File: src/rtl/gpio_pkg.sv
package gpio_pkg;

    typedef enum logic [1:0] {
        PIN_IN    = 2'd0,
        PIN_GAP   = 2'd1,
        PIN_DRIVE = 2'd2
    } pin_state_t;

endpackage

File: src/rtl/gpio_pin_fsm.sv
module gpio_pin_fsm
    import gpio_pkg::*;
(
    input  logic clk,
    input  logic rst_n,
    input  logic dir_nx,
    input  logic bbm_on,
    output logic oe
);

    pin_state_t state_q;
    pin_state_t state_d;

    always_ff @(posedge clk or negedge rst_n) begin
        if (!rst_n) state_q <= PIN_IN;
        else        state_q <= state_d;
    end

    always_comb begin
        state_d = state_q;
        unique case (state_q)
            PIN_IN: begin
                if (dir_nx) state_d = bbm_on ? PIN_GAP : PIN_DRIVE;
            end
            PIN_GAP: begin
                state_d = dir_nx ? PIN_DRIVE : PIN_IN;
            end
            PIN_DRIVE: begin
                if (!dir_nx) state_d = PIN_IN;
            end
            default: state_d = PIN_IN;
        endcase
    end

    always_comb begin
        oe = (state_q == PIN_DRIVE);
    end

    // the tristated hold lasts one cycle only
    a_r7_gap_one_cycle: assert property (@(posedge clk) disable iff (!rst_n)
        (state_q == PIN_GAP) |=> (state_q != PIN_GAP));

    // a guarded switch to output holds the pin off first
    a_r7_guard_holds: assert property (@(posedge clk) disable iff (!rst_n)
        (!oe && state_q != PIN_GAP && dir_nx && bbm_on) |=> !oe);

    // with the guard off the pin drives on the next cycle
    a_r6_direct_drive: assert property (@(posedge clk) disable iff (!rst_n)
        (state_q == PIN_IN && dir_nx && !bbm_on) |=> oe);

    // a switch to input releases at once
    a_r8_release_now: assert property (@(posedge clk) disable iff (!rst_n)
        !dir_nx |=> !oe);

endmodule

File: src/rtl/gpio_sync.sv
module gpio_sync #(
    parameter int WIDTH  = 8,
    parameter int STAGES = 2
) (
    input  logic             clk,
    input  logic             rst_n,
    input  logic [WIDTH-1:0] d,
    output logic [WIDTH-1:0] q
);

    logic [WIDTH-1:0] chain_q [STAGES];

    generate
        for (genvar s = 0; s < STAGES; s++) begin : g_stage
            if (s == 0) begin : g_first
                always_ff @(posedge clk or negedge rst_n) begin
                    if (!rst_n) chain_q[0] <= '0;
                    else        chain_q[0] <= d;
                end
            end else begin : g_rest
                always_ff @(posedge clk or negedge rst_n) begin
                    if (!rst_n) chain_q[s] <= '0;
                    else        chain_q[s] <= chain_q[s-1];
                end
            end
        end
    endgenerate

    assign q = chain_q[STAGES-1];

endmodule

File: src/rtl/gpio_port.sv
module gpio_port #(
    parameter int WIDTH       = 8,
    parameter int SYNC_STAGES = 2
) (
    input  logic             clk,
    input  logic             rst_n,
    input  logic             dir_we,
    input  logic [WIDTH-1:0] dir_wdata,
    input  logic             out_we,
    input  logic [WIDTH-1:0] out_wdata,
    input  logic             pull_we,
    input  logic [WIDTH-1:0] pull_wdata,
    input  logic             bbm_we,
    input  logic             bbm_wdata,
    input  logic [WIDTH-1:0] pad_in,
    output logic [WIDTH-1:0] pad_oe,
    output logic [WIDTH-1:0] pad_out,
    output logic [WIDTH-1:0] pad_pull,
    output logic [WIDTH-1:0] in_sync
);

    localparam int CNT_W = $clog2(SYNC_STAGES + 1);

    logic [WIDTH-1:0] dir_q;
    logic [WIDTH-1:0] dir_nx;
    logic [WIDTH-1:0] out_q;
    logic [WIDTH-1:0] pull_q;
    logic             bbm_q;

    always_ff @(posedge clk or negedge rst_n) begin
        if (!rst_n) begin
            dir_q  <= '0;
            out_q  <= '0;
            pull_q <= '0;
            bbm_q  <= 1'b0;
        end else begin
            if (dir_we)  dir_q  <= dir_wdata;
            if (out_we)  out_q  <= out_wdata;
            if (pull_we) pull_q <= pull_wdata;
            if (bbm_we)  bbm_q  <= bbm_wdata;
        end
    end

    always_comb begin
        dir_nx = dir_we ? dir_wdata : dir_q;
    end

    generate
        for (genvar i = 0; i < WIDTH; i++) begin : g_pin
            gpio_pin_fsm u_fsm (
                .clk    (clk),
                .rst_n  (rst_n),
                .dir_nx (dir_nx[i]),
                .bbm_on (bbm_q),
                .oe     (pad_oe[i])
            );
        end
    endgenerate

    gpio_sync #(
        .WIDTH  (WIDTH),
        .STAGES (SYNC_STAGES)
    ) u_sync (
        .clk   (clk),
        .rst_n (rst_n),
        .d     (pad_in),
        .q     (in_sync)
    );

    assign pad_out  = out_q;
    assign pad_pull = pull_q;

    logic [CNT_W-1:0] since_rst_q;
    always_ff @(posedge clk or negedge rst_n) begin
        if (!rst_n)                                    since_rst_q <= '0;
        else if (since_rst_q != CNT_W'(SYNC_STAGES))   since_rst_q <= since_rst_q + 1'b1;
    end

    // the pullup moves only on its own strobe
    a_r3_pull_hold: assert property (@(posedge clk) disable iff (!rst_n)
        !pull_we |=> $stable(pad_pull));

    // the pullup write lands one cycle later
    a_r2_pull_load: assert property (@(posedge clk) disable iff (!rst_n)
        pull_we |=> (pad_pull == $past(pull_wdata)));

    // the output value write lands one cycle later
    a_r5_out_load: assert property (@(posedge clk) disable iff (!rst_n)
        out_we |=> (pad_out == $past(out_wdata)));

    // readback lags the pads by two edges
    generate
        if (SYNC_STAGES == 2) begin : g_sync_chk
            a_r10_sync_lag: assert property (@(posedge clk) disable iff (!rst_n)
                (since_rst_q == CNT_W'(2)) |-> (in_sync == $past(pad_in, 2)));
        end
    endgenerate

endmodule

File: config.mk
export PLATFORM = sky130hd
export DESIGN_NAME = gpio_port
export DESIGN_NICKNAME = d
export VERILOG_FILES = /design/src/rtl/gpio_pkg.sv /design/src/rtl/gpio_pin_fsm.sv /design/src/rtl/gpio_sync.sv /design/src/rtl/gpio_port.sv
export SDC_FILE = /design/constraint.sdc
export NUM_CORES = 1
export LEC_CHECK = 0
export ABC_AREA = 0
export BUFFER_PORTS_ARGS = -buffer_cell sky130_fd_sc_hd__clkbuf_2
export CAP_MARGIN = 5
export CORE_MARGIN = 8
export CORE_UTILIZATION = 45
export CTS_BUF_LIST = sky130_fd_sc_hd__clkbuf_4
export CTS_CLUSTER_DIAMETER = 200
export DETAILED_ROUTE_END_ITERATION = 7
export PLACE_DENSITY = 0.72
export REMOVE_ABC_BUFFERS = 1
export SLEW_MARGIN = 5
export SYNTH_ARGS = -nofsm -noshare
export SYNTH_HDL_FRONTEND = slang
export SYNTH_HIERARCHICAL = 1
export SYNTH_SLANG_ARGS = --single-unit
File: constraint.sdc
create_clock -name clk -period 1.5 [get_ports clk]
set_input_delay 0.15 -clock clk [delete_from_list [all_inputs] [get_ports clk]]
set_output_delay 0.15 -clock clk [all_outputs]
set_load 0.005 [all_outputs]
==> reports/qor.csv, run 1 <==
metric;value;unit
Final GP Congestion;0.705;
initial core utilization;0.464;
first-pass detailed-route iteration total;3;
routed via count;1402;
total placed instance area;2550;um2
R2R Path Start;bbm_q$_DFFE_PN0P_;
H-tree Lvls;3;
flip-flop and latch area;1430;um2
data required time of the worst path;1.77;ns
DR DRC count;0;
clk buf depth;2;
path type of the worst min-delay path;in2reg;
number of standard cells in the layout, taps in and fillers out;312;
Final Routed Wirelength;4.59;mm
worst hold slack across all endpoints;0.246;ns
post-cts sizing count;0;
shortest period the worst path allows;1.23;ns
most repeated cell in the gate-level netlist after synthesis;sky130_fd_sc_hd__dfrtp_1;
number of top-level pins;71;
Post-CTS Hold Fix Bufs;35;
Post-synth EDFFs;0;
fin area;3070;um2
worst-path maximum fanout;17;
Worst setup SP type;flop;
detailed placer's ending HPWL;2.88;mm
Post-Syn Area per Cell;16.5;um2
upper clock frequency limit;813;MHz
floorplan die width;85.8;um
die area;7360;um2
number of input and output port buffers inserted;70;
final-stage net count;278;
data arrival time of the worst path;1.50;ns
final setup violation count;0;
post-route total power;3.55;mW
transition time at the pin with the least slew margin;0.510;ns
Worst Reg2Reg Path Length in Cells;2;
crit path to;g_pin[4].u_fsm/state_q[1]$_DFFE_PN0P_;
buffers inserted during post-CTS setup optimization;0;
CP endpoint kind;flop;
synth-to-layout area growth;40.0;%
Setup CP Type;reg2reg;
Max IR drop VDD;0.000550;V
worst reg2reg setup slack;0.27;ns
Post-synth ARST share;1.00;
first-pass GRT wire length;7.78;mm
area of the placeable core;4720;um2
leakage power of the design;1.54;nW
worst setup slack after layout;0.270;ns
post-synth design cell area;2190;um2
tightest slew margin relative to the limit;0.660;
worst flop-to-flop path endpoint;g_pin[4].u_fsm/state_q[1]$_DFFE_PN0P_;
vias per cell;4.49;
initial antenna violation count;1;
run status;finished, final reports clean;
utilization after layout;0.650;
maximum number of pins on one net before global-route repair;40;
period utilization;0.820;
Layout fillers;344;
later-pin clock latency in the skew report;0.37;ns
CTS Root Cell;sky130_fd_sc_hd__clkbuf_4;
initial drt markers;57;
setup tns final;0;ns
wire per inst;14.7;um
max-cap violations;0;
Final Hold Violating Endpoints;0;
Pwr per Cell Area;1160;nW/um2
post-placement cell count;260;
number of register bits inferred by synthesis;57;
sinks on the clock net;57;
worst-case setup slack after placement;0.249;ns
layout cell share with drive strength beyond 1;0.492;
number of buffers created by CTS;9;
TritonCTS clock tree;yes;
top post-synthesis cells by area;sky130_fd_sc_hd__dfrtp_1, sky130_fd_sc_hd__mux2_4, sky130_fd_sc_hd__and4bb_2;
Hold Path Depth;2;
overall routing resource usage;0.139;
die height;85.8;um
number of rows in the core area;25;
Yosys warnings;6;
overflow left after global routing;0;
clock-pin slew of the registers on the worst-case setup and hold paths;0.10;ns
footprint of the multi-input gates;672;um2
most frequent cells after synthesis;sky130_fd_sc_hd__dfrtp_1, sky130_fd_sc_hd__mux2_4;
distinct cell type count of the synthesized netlist;10;
count of mapped cells out of synthesis;133;
cell type with the largest total area after synthesis;sky130_fd_sc_hd__dfrtp_1;
Yosys top cell area share;0.651;
post-detailed-route count of antenna-violating nets;0;
vias in the first global route;1624;
final max-slew violation count;0;
worst setup path startpoint;bbm_q$_DFFE_PN0P_;
worst clock skew;0.00546;ns
main flop type after synthesis;sky130_fd_sc_hd__dfrtp_1;
proportion of synthesized chip area in sequential cells;0.651;
RSZ-0062 raised after global routing;no;
-- sequential cells by signal (all words and copies together), names as in the netlist --
name	flops
u_sync/chain_q	8
pad_out	8
g_pin.u_fsm/state_q	16
u_sync/q	8
bbm_q	1
pad_pull	8
dir_q	8
-- report_power, final --
group          leakage [nW]  total [mW]  switching [mW]  internal (mW)
clock network        0.0859        1.24           0.560          0.675
logic                 0.773       0.529           0.185          0.344
registers             0.686        1.78          0.0982           1.68
-- cell usage in the layout (no fill, tap or decap), types with 8 or more instances in the layout --
cell	netlist	routed
sky130_fd_sc_hd__clkbuf_2	0	70
sky130_fd_sc_hd__dfrtp_1	57	57
sky130_fd_sc_hd__dlygate4sd3_1	0	35
sky130_fd_sc_hd__mux2_4	24	24
sky130_fd_sc_hd__clkbuf_4	0	9
sky130_fd_sc_hd__nor2b_1	8	8
sky130_fd_sc_hd__or3b_1	8	8
sky130_fd_sc_hd__nand2_1	8	8
sky130_fd_sc_hd__and3_1	8	8
sky130_fd_sc_hd__and4bb_2	8	8
-- cell type report --
class / instances / share of cell area
tap: 67 / 0.0273
sequential: 57 / 0.465
timing repair buffer: 106 / 0.235
clock buffer: 9 / 0.0220
antenna: 1 / 0.000816
multi-input combinational: 65 / 0.219
clock inverter: 7 / 0.0310
-- worst min path at each step --
stage                       from  slack, ns                                     to
after global routing      out_we       0.24                 pad_out[2]$_DFFE_PN0P_
after floorplan            rst_n      -0.15                      bbm_q$_DFFE_PN0P_
after global placement     rst_n       0.13  g_pin[1].u_fsm/state_q[1]$_DFFE_PN0P_
after detailed placement   rst_n       0.14                     dir_q[1]$_DFF_PN0_
after CTS                 out_we       0.20                 pad_out[2]$_DFFE_PN0P_
final                     out_we       0.25                 pad_out[2]$_DFFE_PN0P_
-- worst max-delay path: stages (launching register included) --
cell and delay (ns):
sky130_fd_sc_hd__dfrtp_1 0.58, sky130_fd_sc_hd__or3b_1 0.39, sky130_fd_sc_hd__and3_1 0.17
-- routing by layer --
layer	global-route usage	up-vias	part of all wire
met4	0.0908	0	0.018
met2	0.230	49	0.51
met1	0.146	675	0.40
met3	0.0525	8	0.071
met5	0	-	0
li1	-	670	-
-- cells by family (layout without fill, tap and decap cells) --
family                 after synthesis  count (layout)  synth area share
other                                0               1                 0
buffers and inverters               11             122            0.0428
multiplexers                        25              25             0.170
AND/OR/NAND/NOR                     40              40             0.137
flip-flops                          57              57             0.651
Power figures use the tool's default switching activity.
==> run 2, diff against run 1 <==
--- a/config.mk
+++ b/config.mk
@@ -13,7 +13,7 @@
 export CTS_BUF_LIST = sky130_fd_sc_hd__clkbuf_4
 export CTS_CLUSTER_DIAMETER = 200
 export DETAILED_ROUTE_END_ITERATION = 7
-export PLACE_DENSITY = 0.72
+export PLACE_DENSITY = 0.75
 export REMOVE_ABC_BUFFERS = 1
 export SLEW_MARGIN = 5
 export SYNTH_ARGS = -nofsm -noshare
==> constraint.sdc (replaced) <==
create_clock -name clk -period 1.1 [get_ports clk]
set_input_delay 0.11 -clock clk [delete_from_list [all_inputs] [get_ports clk]]
set_output_delay 0.11 -clock clk [all_outputs]
set_load 0.005 [all_outputs]
==> run 2 against run 1 <==
- the run now ends with setup timing left
- worst setup slack got worse by 0.33 ns
- via count rose by 5.4%
- critical path depth did not move
- sequential share of layout area fell by 2.9 points
- combinational power rose by 74%
- register-to-register slack got worse by 0.32 ns
- final area rose by 6.9%
==> reports/qor.csv, run 2 (same netlist as run 1, synthesis figures left out) <==
metric;value;unit
ordered cell list for the critical path;nor2b_1 > buf_2;
routed via count;1478;
sinks on the clock net;57;
TritonCTS clock tree;yes;
Hold Path Depth;3;
worst-case setup slack after placement;-0.151;ns
worst hold slack across all endpoints;0.171;ns
detailed placer's ending HPWL;2.87;mm
Pwr per Cell Area;1610;nW/um2
leading cell types in the layout, fill and taps excluded;sky130_fd_sc_hd__clkbuf_2, sky130_fd_sc_hd__dfrtp_1, sky130_fd_sc_hd__dlygate4sd3_1;
number of standard cells in the layout, taps in and fillers out;329;
area of the placeable core;4720;um2
number of rows in the core area;25;
leakage power of the design;1.67;nW
worst setup slack after layout;-0.0616;ns
violated checks;setup timing;
die area;7360;um2
Final Hold Violating Endpoints;0;
tightest slew margin relative to the limit;0.802;
H-tree Lvls;3;
period utilization;1.06;
transition time at the pin with the least slew margin;0.297;ns
path type of the worst min-delay path;in2reg;
first-pass detailed-route iteration total;4;
Max IR drop VDD;0.00107;V
vias per cell;4.49;
post-detailed-route count of antenna-violating nets;0;
Most flops, register;g_pin.u_fsm/state_q;
initial drt markers;41;
data required time of the worst path;0.99;ns
maximum number of pins on one net before global-route repair;58;
max-cap violations;0;
Final GP Congestion;0.660;
logic depth of the worst path, buffers included;2;
worst clock skew;0.00409;ns
CTS Root Cell;sky130_fd_sc_hd__clkbuf_4;
worst-path maximum fanout;4;
DR DRC count;0;
Final Routed Wirelength;4.85;mm
Worst setup SP type;flop;
Setup CP Type;reg2out;
final max-slew violation count;0;
Antenna diodes;0;
number of top-level pins;71;
delay of the slowest critical-path stage;0.41;ns
synth-to-layout area growth;49.5;%
number of buffers created by CTS;9;
flip-flop count of the largest register, all copies and words added;16;
upper clock frequency limit;861;MHz
kind of cell adding the most delay to the critical path;flip-flops;
layout cell share with drive strength beyond 1;0.542;
die height;85.8;um
final-stage net count;296;
final setup violation count;14;
floorplan die width;85.8;um
vias in the first global route;1621;
worst path buffer plus inverter count;1;
initial antenna violation count;0;
post-placement cell count;261;
number of input and output port buffers inserted;70;
later-pin clock latency in the skew report;0.38;ns
clock-pin slew of the registers on the worst-case setup and hold paths;0.10;ns
RSZ-0062 raised after global routing;yes;
most common cell after layout, fill and taps aside;sky130_fd_sc_hd__clkbuf_2;
clk buf depth;2;
slowest stage cell, crit path;sky130_fd_sc_hd__dfrtp_1;
Layout fillers;323;
overflow left after global routing;0;
wire per inst;14.7;um
initial core utilization;0.464;
data arrival time of the worst path;1.05;ns
overall routing resource usage;0.141;
shortest period the worst path allows;1.16;ns
CP endpoint kind;primary output;
run status;finished with violations;
first-pass GRT wire length;7.91;mm
Worst Reg2Reg Path Length in Cells;3;
==> run 2: cell count changes in the layout (fill, tap and decap cells not counted), sizes merged <==
| cell | before | now |
|---|---|---|
| bufinv | 2 | 3 |
| clkbuf | 79 | 73 |
| diode | 1 | 0 |
| clkinvlp | 1 | 0 |
| buf | 1 | 27 |
| clkinv | 4 | 2 |
==> run 2: cell type report <==
cell class / instances / area [um2] / share of cell area
Clock inverter: 5 / 104 / 0.0317
Sequential cell: 57 / 1430 / 0.435
Multi-Input combinational cell: 65 / 689 / 0.210
Timing Repair Buffer: 124 / 891 / 0.272
Clock buffer: 11 / 82.6 / 0.0252
Tap cell: 67 / 83.8 / 0.0256
==> run 2: through the flow <==
step / total power [mW] / area, um2 / utilization / setup TNS, ns
2_1_floorplan: 2.76 / 2100 / - / 0
3_3_place_gp: 3.08 / 2570 / 0.545 / -0.663
3_5_place_dp: 3.11 / 2570 / 0.545 / -1.01
4_1_cts: 5.25 / 3190 / 0.675 / -0.611
5_1_grt: 5.54 / 3280 / 0.694 / -1.29
6_report: 5.29 / 3280 / 0.694 / -0.514
==> run 2: power breakdown <==
group	switching [mW]	internal [mW]	leakage (nW)
logic	0.310	0.609	0.884
clock network	0.750	1.20	0.101
registers	0.116	2.30	0.685
total	1.18	4.11	1.67
==> run 2: worst register-to-register path, cell delays in order (launching register included) <==
cell and delay, ns:
sky130_fd_sc_hd__dfrtp_1 0.44, sky130_fd_sc_hd__buf_6 0.14, sky130_fd_sc_hd__or3b_1 0.34, sky130_fd_sc_hd__and3_1 0.14
==> run 2: worst paths after layout <==
| kind | start | endpoint | slack, ns |
|---|---|---|---|
| worst max-delay path | g_pin[5].u_fsm/state_q[1]$_DFFE_PN0P_ | pad_oe[5] | -0.06 |
| worst min-delay path | dir_we | dir_q[0]$_DFF_PN0_ | 0.17 |
| worst max register to register | g_pin[7].u_fsm/state_q[0]$_DFFE_PN0P_ | g_pin[7].u_fsm/state_q[1]$_DFFE_PN0P_ | -0.05 |
| worst min register to register | u_sync/chain_q[8]$_DFF_PN0_ | u_sync/q[0]$_DFF_PN0_ | 0.36 |
| max in group asynchronous | rst_n | pad_pull[0]$_DFFE_PN0P_ | 0.58 |
| min in group asynchronous | rst_n | g_pin[5].u_fsm/state_q[1]$_DFFE_PN0P_ | 0.27 |
==> run 2: routing by layer <==
| layer | share of wire | global-route usage |
|---|---|---|
| met2 | 0.50 | 0.217 |
| met3 | 0.072 | 0.0573 |
| met1 | 0.41 | 0.159 |
| met4 | 0.020 | 0.0860 |
| met5 | 0 | 0 |
==> run 2: timing repair <==
action                                 in CTS  in global routing
gates resized for setup                     6                 16
hold buffers                               35                  0
pin swaps                                   3                  6
setup buffers                               8                  9
endpoints found under the hold margin      90                  0
setup endpoints to repair                  16                 15
gates cloned                                0                  0
